==> src/rtl/sprite_pkg.sv <==
// Shared constants and types for the sprite compositor.
// Assumes eight channels in four even/odd pairs, each channel 16 pixels wide.
package sprite_pkg;
    localparam int SPR_NUM  = 8;
    localparam int PLANE_W  = 16;
    localparam int BEAM_W   = 9;
    localparam int PAIR_NUM = SPR_NUM / 2;
    localparam int CHAN_W   = $clog2(SPR_NUM);
    localparam int COL_W    = 4;
    localparam int IDX_W    = COL_W + 1;

    typedef enum logic [1:0] {
        REG_POS  = 2'd0,
        REG_CTL  = 2'd1,
        REG_PLA  = 2'd2,
        REG_PLB  = 2'd3
    } spr_reg_e;
endpackage

==> src/rtl/sprite_channel.sv <==
// One sprite channel: holds the start, attach flag and two data planes, and
// shifts the planes out MSB first for 16 clocks after a start match.
// Assumes hpos advances one step per clock; shifting is clock-paced.
module sprite_channel
    import sprite_pkg::*;
#(
    parameter int DATA_W = PLANE_W,
    parameter int HW     = BEAM_W
) (
    input  logic              clk,
    input  logic              rst_n,
    input  logic              we,
    input  logic [1:0]        wreg,
    input  logic [DATA_W-1:0] wdata,
    input  logic [HW-1:0]     hpos,
    output logic [1:0]        pix,
    output logic              attach
);
    localparam int CNT_W = $clog2(DATA_W);
    localparam logic [CNT_W-1:0] LAST = CNT_W'(DATA_W - 1);

    logic [HW-1:0]     start_q;
    logic [DATA_W-1:0] pla_q, plb_q, sha_q, shb_q;
    logic [CNT_W-1:0]  cnt_q;
    logic              armed_q, attach_q, match;

    assign match  = armed_q && (hpos == start_q);
    assign attach = attach_q;

    // Register file writes: position, control (disarms), planes (A arms).
    always_ff @(posedge clk) begin
        if (!rst_n) begin
            start_q  <= '0;
            attach_q <= 1'b0;
            pla_q    <= '0;
            plb_q    <= '0;
            armed_q  <= 1'b0;
        end else if (we) begin
            case (spr_reg_e'(wreg))
                REG_POS: start_q[HW-1:1] <= wdata[HW-2:0];
                REG_CTL: begin
                    start_q[0] <= wdata[1];
                    attach_q   <= wdata[0];
                    armed_q    <= 1'b0;
                end
                REG_PLA: begin
                    pla_q   <= wdata;
                    armed_q <= 1'b1;
                end
                default: plb_q <= wdata;
            endcase
        end
    end

    // Serializer: load on match, otherwise shift while pixels remain.
    always_ff @(posedge clk) begin
        if (!rst_n) begin
            sha_q <= '0;
            shb_q <= '0;
            cnt_q <= '0;
        end else if (match) begin
            sha_q <= pla_q << 1;
            shb_q <= plb_q << 1;
            cnt_q <= LAST;
        end else if (cnt_q != '0) begin
            sha_q <= sha_q << 1;
            shb_q <= shb_q << 1;
            cnt_q <= cnt_q - 1'b1;
        end
    end

    // Current pixel: first bit straight from the latches, then from shifters.
    always_comb begin
        if (match)             pix = {plb_q[DATA_W-1], pla_q[DATA_W-1]};
        else if (cnt_q != '0)  pix = {shb_q[DATA_W-1], sha_q[DATA_W-1]};
        else                   pix = 2'b00;
    end

    a_r2_ctl_disarms: assert property (@(posedge clk) disable iff (!rst_n)
        (we && wreg == REG_CTL) |=> !armed_q);
    a_r2_pla_arms: assert property (@(posedge clk) disable iff (!rst_n)
        (we && wreg == REG_PLA) |=> armed_q);
    a_r3_load_full: assert property (@(posedge clk) disable iff (!rst_n)
        match |=> (cnt_q == LAST));
    a_r3_count_down: assert property (@(posedge clk) disable iff (!rst_n)
        (!match && cnt_q != '0) |=> (cnt_q == $past(cnt_q) - 1'b1));
    a_r9_idle_blank: assert property (@(posedge clk) disable iff (!rst_n)
        (!armed_q && cnt_q == '0) |-> (pix == 2'b00));
endmodule

==> src/rtl/sprite_pair_merge.sv <==
// Combines the two pixels of an even/odd pair into one 4-bit palette offset.
// Attached: {odd, even}. Unattached: {pair number, even pixel, or else odd pixel}.
// Assumes four pairs, so the pair number fits in two bits.
module sprite_pair_merge
    import sprite_pkg::*;
#(
    parameter int PAIR_ID = 0
) (
    input  logic [1:0]       pix_even,
    input  logic [1:0]       pix_odd,
    input  logic             attach_odd,
    output logic             vis,
    output logic [COL_W-1:0] col
);
    localparam logic [1:0] PID = 2'(PAIR_ID);

    // Select the pair's offset: attached merge, or even before odd.
    always_comb begin
        if (attach_odd) begin
            col = {pix_odd, pix_even};
            vis = (col != '0);
        end else if (pix_even != 2'b00) begin
            col = {PID, pix_even};
            vis = 1'b1;
        end else begin
            col = {PID, pix_odd};
            vis = (pix_odd != 2'b00);
        end
    end
endmodule

==> src/rtl/sprite_prio.sv <==
// Fixed-priority selector over pairs: the lowest visible pair wins.
module sprite_prio
    import sprite_pkg::*;
#(
    parameter int NP = PAIR_NUM
) (
    input  logic [NP-1:0]             vis,
    input  logic [NP-1:0][COL_W-1:0]  col,
    output logic                      win_vis,
    output logic [COL_W-1:0]          win_col
);
    // Scan from the back pair forward so the front pair overrides.
    always_comb begin
        win_vis = 1'b0;
        win_col = '0;
        for (int p = NP - 1; p >= 0; p--) begin
            if (vis[p]) begin
                win_vis = 1'b1;
                win_col = col[p];
            end
        end
    end
endmodule

==> src/rtl/sprite_compositor.sv <==
// Top: eight sprite channels, pair merge, priority pick, registered output.
// Assumes hpos advances one per clock. The output lags hpos by one clock.
module sprite_compositor
    import sprite_pkg::*;
(
    input  logic                clk,
    input  logic                rst_n,
    input  logic                wr_en,
    input  logic [CHAN_W-1:0]   wr_chan,
    input  logic [1:0]          wr_reg,
    input  logic [PLANE_W-1:0]  wr_data,
    input  logic [BEAM_W-1:0]   hpos,
    output logic [IDX_W-1:0]    pix_index,
    output logic                pix_none
);
    logic [SPR_NUM-1:0][1:0]        ch_pix;
    logic [SPR_NUM-1:0]             ch_att;
    logic [PAIR_NUM-1:0]            pr_vis;
    logic [PAIR_NUM-1:0][COL_W-1:0] pr_col;
    logic                           win_vis;
    logic [COL_W-1:0]               win_col;

    for (genvar c = 0; c < SPR_NUM; c++) begin : g_ch
        sprite_channel #(.DATA_W(PLANE_W), .HW(BEAM_W)) u_ch (
            .clk    (clk),
            .rst_n  (rst_n),
            .we     (wr_en && (wr_chan == CHAN_W'(c))),
            .wreg   (wr_reg),
            .wdata  (wr_data),
            .hpos   (hpos),
            .pix    (ch_pix[c]),
            .attach (ch_att[c])
        );
    end

    for (genvar p = 0; p < PAIR_NUM; p++) begin : g_pair
        sprite_pair_merge #(.PAIR_ID(p)) u_merge (
            .pix_even   (ch_pix[2*p]),
            .pix_odd    (ch_pix[2*p+1]),
            .attach_odd (ch_att[2*p+1]),
            .vis        (pr_vis[p]),
            .col        (pr_col[p])
        );
    end

    sprite_prio #(.NP(PAIR_NUM)) u_prio (
        .vis     (pr_vis),
        .col     (pr_col),
        .win_vis (win_vis),
        .win_col (win_col)
    );

    // Output register: palette slot 16+offset, or the none flag.
    always_ff @(posedge clk) begin
        if (!rst_n) begin
            pix_index <= '0;
            pix_none  <= 1'b1;
        end else begin
            pix_index <= win_vis ? {1'b1, win_col} : '0;
            pix_none  <= !win_vis;
        end
    end

    a_r10_none_zero: assert property (@(posedge clk) disable iff (!rst_n)
        pix_none |-> (pix_index == '0));
    a_r5_upper_bank: assert property (@(posedge clk) disable iff (!rst_n)
        !pix_none |-> pix_index[IDX_W-1]);
    a_r7_front_pair: assert property (@(posedge clk) disable iff (!rst_n)
        (pr_vis[0] && !ch_att[1]) |=> (pix_index[3:2] == 2'b00));
endmodule

==> config.mk <==
export PLATFORM = sky130hd
export DESIGN_NAME = sprite_compositor
export DESIGN_NICKNAME = d
export VERILOG_FILES = /design/src/rtl/sprite_pkg.sv /design/src/rtl/sprite_channel.sv /design/src/rtl/sprite_pair_merge.sv /design/src/rtl/sprite_prio.sv /design/src/rtl/sprite_compositor.sv
export SDC_FILE = /design/constraint.sdc
export NUM_CORES = 2
export LEC_CHECK = 0
export ABC_AREA = 1
export BUFFER_PORTS_ARGS = -buffer_cell sky130_fd_sc_hd__buf_2
export CORE_MARGIN = 3
export CORE_UTILIZATION = 36
export CTS_BUF_LIST = sky130_fd_sc_hd__clkbuf_16
export CTS_CLUSTER_SIZE = 40
export DETAILED_ROUTE_END_ITERATION = 8
export PLACE_DENSITY_LB_ADDON = 0.08
export SLEW_MARGIN = 40
export SYNTH_ARGS = -nofsm -noshare
export SYNTH_HDL_FRONTEND = slang
export SYNTH_SLANG_ARGS = --single-unit
export TNS_END_PERCENT = 5
==> constraint.sdc <==
create_clock -name clk -period 2.1 [get_ports clk]
set_input_delay 0.21 -clock clk [delete_from_list [all_inputs] [get_ports clk]]
set_output_delay 0.21 -clock clk [all_outputs]
set_load 0.005 [all_outputs]
After elaboration in Yosys (flattened, before gate mapping)
Index checks and enable logic that the tools add are counted.

word-level totals
  register bits = 618
  bits of input ports = 33
  output and inout port bits = 6
  logic and storage cells = 277

cells by class
  $add $sub $neg = 8
  equality and inequality tests = 17
  mux-type cells = 90
  bitwise logic cells = 1
  reduce and logical (&&, ||, !) cells = 90

operators with widths
  cell                                                                 count
  16-bit two-way mux                                                   32
  4-bit two-way mux                                                    24
  2-bit AND reduction                                                  41
  9-bit == test                                                        8
  4-bit nonzero test                                                   12
  2-bit two-way mux                                                    20
  2-bit nonzero test                                                   17
  4-bit by 1-bit subtractor with 4-bit output (second input constant)  8
  1-bit logical AND                                                    16
  3-bit == test (second input constant)                                4
  1-bit two-way mux                                                    12
  3-bit by 2-bit == test with 1-bit output (second input constant)     2
  5-bit two-way mux                                                    1
  3-bit by 1-bit == test with 1-bit output (second input constant)     1
  3-bit zero test                                                      1
  3-bit OR reduction                                                   1
  2-bit by 1-bit == test with 1-bit output (second input constant)     1
  2-bit == test (second input constant)                                1
  2-bit zero test                                                      1
  1-bit case mux with 2 select lines                                   1
  1-bit zero test                                                      1
  1-bit NOT                                                            1

Depth between registers and ports, before layout
  word-level depth = 11
  gate-level depth with buffers = 19
  gate-level depth less buffers = 18

Hierarchy
Synthesis repeated with hierarchy kept, for this count alone.

second synthesis, totals
  cells, all modules = 4134
  area, all modules = 29647.2 um^2

by module, submodules not included
  module                             times used  cells an instance  area each (um^2)  sequential area each (um^2)
  sprite_channel (g_ch[3].u_ch ...)  5           501                3656.0            1541.5
  sprite_channel (g_ch[0].u_ch ...)  3           502                3590.9            1541.5
  sprite_compositor                  1           33                 224.0             120.1
  sprite_pair_merge                  4           13                 52.6              0.0
  sprite_prio                        1           38                 160.2             0.0

Least setup slack after synthesis
OpenSTA, ideal clock, no wires.

  path type = reg-to-reg
  from = register g_ch[3].u_ch.cnt_q[0]
  to = register g_ch[3].u_ch.sha_q[10]
  setup time = 0.074 ns
  arrival = 1.749 ns
  data required time = 2.026 ns
  path slack = 0.277 ns
  cell stages (with the launch flop) = 10
  path buffers = 1
  period minus slack after synthesis = 1.823 ns
  path through = dfxtp_1 > inv_1 > ha_1 > nand2_1 > nor2_1 > inv_1 > nor2_2 > clkbuf_1 > nand2_1 > a31oi_1

between the ends
  longest elaborated chain between the ends = 2

ends and longest elaborated chain
  what                                 line                  RTL
  start, declared                      sprite_channel.sv:24  logic [CNT_W-1:0] cnt_q;
  start signal, assigned               sprite_channel.sv:68  cnt_q <= cnt_q - 1'b1;
  4-bit nonzero test                   sprite_channel.sv:65  end else if (cnt_q != '0) begin
  2-bit nonzero test (no source line)  -
  end signal, assigned                 sprite_channel.sv:62  sha_q <= pla_q << 1;
  end signal, assigned                 sprite_channel.sv:66  sha_q <= sha_q << 1;
  end, declared                        sprite_channel.sv:23  logic [DATA_W-1:0] pla_q, plb_q, sha_q, shb_q;

Every way passes these cells.
A chain may end at the register's enable or synchronous reset.

Final worst setup path
  from = register g_ch[4].u_ch.cnt_q[0]
  to = register pix_index[1]

between the ends
  longest elaborated chain between the ends = 10
  elaborated cells on any way between the ends = 16
  those cells by class = mux (12); reduce/logical (4)

ends and longest elaborated chain
  what                                  line                     RTL
  start, declared                       sprite_channel.sv:24
  start signal, assigned                sprite_channel.sv:68
  4-bit nonzero test (*)                sprite_channel.sv:75     else if (cnt_q != '0) pix = {shb_q[DATA_W-1], sha_q[DATA_W-1]};
  2-bit two-way mux (*)                 sprite_channel.sv:75
  2-bit two-way mux (*)                 sprite_channel.sv:74     if (match) pix = {plb_q[DATA_W-1], pla_q[DATA_W-1]};
  2-bit nonzero test                    sprite_pair_merge.sv:22  end else if (pix_even != 2'b00) begin
  1-bit two-way mux                     sprite_pair_merge.sv:22
  1-bit two-way mux                     sprite_pair_merge.sv:19  if (attach_odd) begin
  1-bit two-way mux (3 in series)       sprite_prio.sv:17        if (vis[p]) begin
  2-bit AND reduction (no source line)  -
  end signal, assigned                  sprite_compositor.sv:59  pix_index <= win_vis ? {1'b1, win_col} : '0;
  end, declared                         sprite_compositor.sv:13  output logic [IDX_W-1:0] pix_index,

Every way passes the cells marked *; elsewhere a longest branch is shown, timed or not.

==> metrics.cfg <==
[logic_synthesis]
yosysWarningCount=0
async_flop_share_pct=0
synth_area_mm2=0.0258
seq_area_frac_synth_pct=47.9
synthesis.nets=3600
synthDistinctLibCells=51
yosys_register_bits=618
syn_area_per_cell_um2=7.27
synth_edf_count=0
synthCells=3555
synth_flop_cell=dfxtp_1

[final_layout]
syn_to_final_growth_pct=18.1
fin_util_pct=43.3
nets=3664
fillCellCount=7177
num_antenna_cells=0
drive_gt1_share_pct=12.0

[drt]
drtIter0Drc=1702
drc_errors=0
wl_per_cell_um=18.2
vias=24189
ant_nets=0
totalWireLength_mm=83.9
drt_pass1_iterations=5
viasPerCell=5.25

[clock_network]
clock-root-buffer=clkbuf_16
cts_buffers=72
htree_levels=3
cts_max_path_buffers=3
clkTransAtPathRegs_ns=0.06
cts_tree=yes
insertion_delay_ns=0.61
cts.sinks=618

[floorplanning]
ios=39
die_y_um=274
num_rows=97
core_area_mm2=0.0705
start_util_pct=36.6
dieArea_mm2=0.0750
die_x_um=274

[setup_path]
worstPathRequired_ns=2.60
critPathSlowestCell=dfxtp_1
critPathCaptureType=register
cp_top_family=simple AND/OR/NAND/NOR gates
worstPathArrival_ns=2.46
reg2reg_slack_ns=0.14
slowest_delay_ns=0.32
startpoint_type=register
crit_path_cell_trace=inv_1, ha_2, nand2_2, nor2_4, inv_2, nand2_2, nand2_1, nand2_1, nand4_1, nor2_4, nand3_2, nand2_4, a21oi_2
critPathKind=register to register
crit_fanout=6
path_buf_inv=2

[sta]
tns_ns=0
slew_violations=0
timing.slew.headroom_pct=47.2
rsz0062_at_grt=yes
fmax_ghz=0.511
worst_pin_slew_ns=0.792
hold_violations=0
layout_setup_ws_ns=0.144
fin_skew_ns=0.0214
finalCritPeriodShare_pct=93.2
post-route-min-period_ns=1.96
setup_viol=0

[placement]
place_hpwl_mm=50.6
routabilityCongestion=0.860
io_buffers=38
preCtsSetupSlack_ns=-0.193

[pwr]
p_per_area_mw_per_mm2=1020
vdd_drop_max_mv=0.970
p_leak_nw=10.8

[min_path]
hold_class=input port to register

[global_routing]
grt.total_usage_pct=22.1
overflow=0
grt_antenna_before_repair=3
grt_max_degree=98
grt_pass1_wl_mm=131
first_global_vias=23006

[run_status]
outcome=finished clean

[job]
maxCapViolations=0

logic make-up (layout without fill, tap and decap cells):
group	after synthesis	in the layout	synth area share, %
flip-flops	618	618	47.9
buffers and inverters	472	586	7.18
AND/OR/NAND/NOR	1604	1604	25.9
AO/OA/AOI/OAI	814	814	17.3
adder cells (fa/ha/maj)	12	12	0.581
XOR/XNOR	35	35	1.19
cells in the mapped netlist (2+ instances only):
cell type | n | area [µm²]
nand2_1 | 990 | 3720
dfxtp_1 | 618 | 12400
a21oi_1 | 380 | 1900
nand3_1 | 352 | 1760
clkbuf_1 | 212 | 796
o21ai_0 | 202 | 1010
inv_1 | 188 | 706
nor2_1 | 188 | 706
a31oi_1 | 181 | 1130
buf_2 | 26 | 130
nor3_1 | 20 | 100
xnor2_1 | 18 | 158
xor2_1 | 17 | 149
inv_2 | 14 | 52.6
buf_1 | 13 | 48.8
o211ai_1 | 13 | 97.6
ha_1 | 12 | 150
a221oi_1 | 11 | 96.3
nand4_1 | 11 | 68.8
buf_4 | 10 | 75.1
nand2_2 | 9 | 56.3
nor2_2 | 9 | 56.3
a21oi_2 | 6 | 52.6
nand3b_1 | 6 | 45.0
a22oi_1 | 5 | 37.5
clkinv_1 | 5 | 18.8
nor2_4 | 3 | 33.8
o22ai_1 | 3 | 18.8
a211oi_1 | 2 | 15.0
a221oi_2 | 2 | 30.0
and3_1 | 2 | 12.5
inv_4 | 2 | 12.5
nand3_2 | 2 | 20.0
nor3b_1 | 2 | 15.0
nor4_1 | 2 | 12.5
nor4b_1 | 2 | 17.5
o21bai_1 | 2 | 15.0
or2_2 | 2 | 12.5
worst reg2reg max path: stages, from the launching register on:
cell and delay [ns]:
dfxtp_1 0.32, inv_1 0.08, ha_2 0.19, nand2_2 0.07, nor2_4 0.17, inv_2 0.11, nand2_2 0.09, nand2_1 0.06
nand2_1 0.14, nand4_1 0.19, nor2_4 0.16, nand3_2 0.11, nand2_4 0.12, a21oi_2 0.04
flip-flops by register name, summed over array words and instances (netlist names):
name               count
g_ch.u_ch.armed_q      8
g_ch.u_ch.attach       4
g_ch.u_ch.cnt_q       32
g_ch.u_ch.pla_q      128
g_ch.u_ch.plb_q      128
g_ch.u_ch.sha_q      120
g_ch.u_ch.shb_q      120
g_ch.u_ch.start_q     72
pix_index              5
pix_none               1
layout by cell type (no fill, tap or decap), types with 35 or more instances in the layout:
| master | n |
|---|---|
| a21oi_1 | 380 |
| a31oi_1 | 181 |
| buf_12 | 35 |
| buf_2 | 37 |
| buf_4 | 178 |
| clkbuf_16 | 74 |
| dfxtp_1 | 617 |
| inv_1 | 197 |
| nand2_1 | 978 |
| nand3_1 | 352 |
| nor2_1 | 172 |
| o21ai_0 | 202 |
cell type report:
type                            count  area (µm²)  share of cell area, %
Clock buffer                       74        1850                   6.07
Clock inverter                     50         295                  0.968
Inverter                          210         806                   2.64
Multi-Input combinational cell   2465       11800                   38.6
Sequential cell                   618       12400                   40.6
Tap cell                          940        1180                   3.86
Timing Repair Buffer              252        2240                   7.35
report_power, final:
group | total (mW) | leakage (nW) | internal [mW] | switching, mW
clock | 11.6 | 1.10 | 6.61 | 5.01
combinational | 7.29 | 4.69 | 2.33 | 4.95
sequential | 12.3 | 4.99 | 12.1 | 0.213
path summary, 6_finish.rpt:
path	startpoint	to	depth (start not counted)
worst min register to register	g_ch[5].u_ch.pla_q[1]	g_ch[5].u_ch.sha_q[2]	2
worst max-delay path	g_ch[4].u_ch.cnt_q[0]	pix_index[1]	13
worst min-delay path	wr_data[5]	g_ch[2].u_ch.pla_q[5]	3
worst max register to register	g_ch[4].u_ch.cnt_q[0]	pix_index[1]	13
metal layers:
layer  share of wire (%)  global-route usage [%]  vias up
met4                 3.4                    7.89        0
met3                 4.8                    3.48      161
met1                  48                    30.8    11511
met2                  44                    34.6      569
li1                    -                       -    11948
met5                   0                       0        -
through the flow:
| stage | hold WS (ns) | cells | power, mW | instance area, µm² |
|---|---|---|---|---|
| after detailed placement | 0.445 | 4481 | 19.6 | 28200 |
| after global routing | 0.0420 | 4609 | 32.7 | 30500 |
| final | 0.0472 | 4609 | 31.2 | 30500 |
| after floorplan | 0.377 | 3555 | 16.7 | 25800 |
| after global placement | 0.436 | 4481 | 19.5 | 28200 |
| after CTS | 0.0173 | 4606 | 31.4 | 30400 |
timing repair:
action | 4_1_cts | 5_1_grt
setup buffers | 0 | 3
hold buffers | 1 | 0
gates resized for setup | 3 | 40
hold endpoints to repair | 9 | 0
pin swaps | 0 | 11
endpoints found under the setup margin | 14 | 71
No activity file was read; power rests on OpenSTA's default activity.
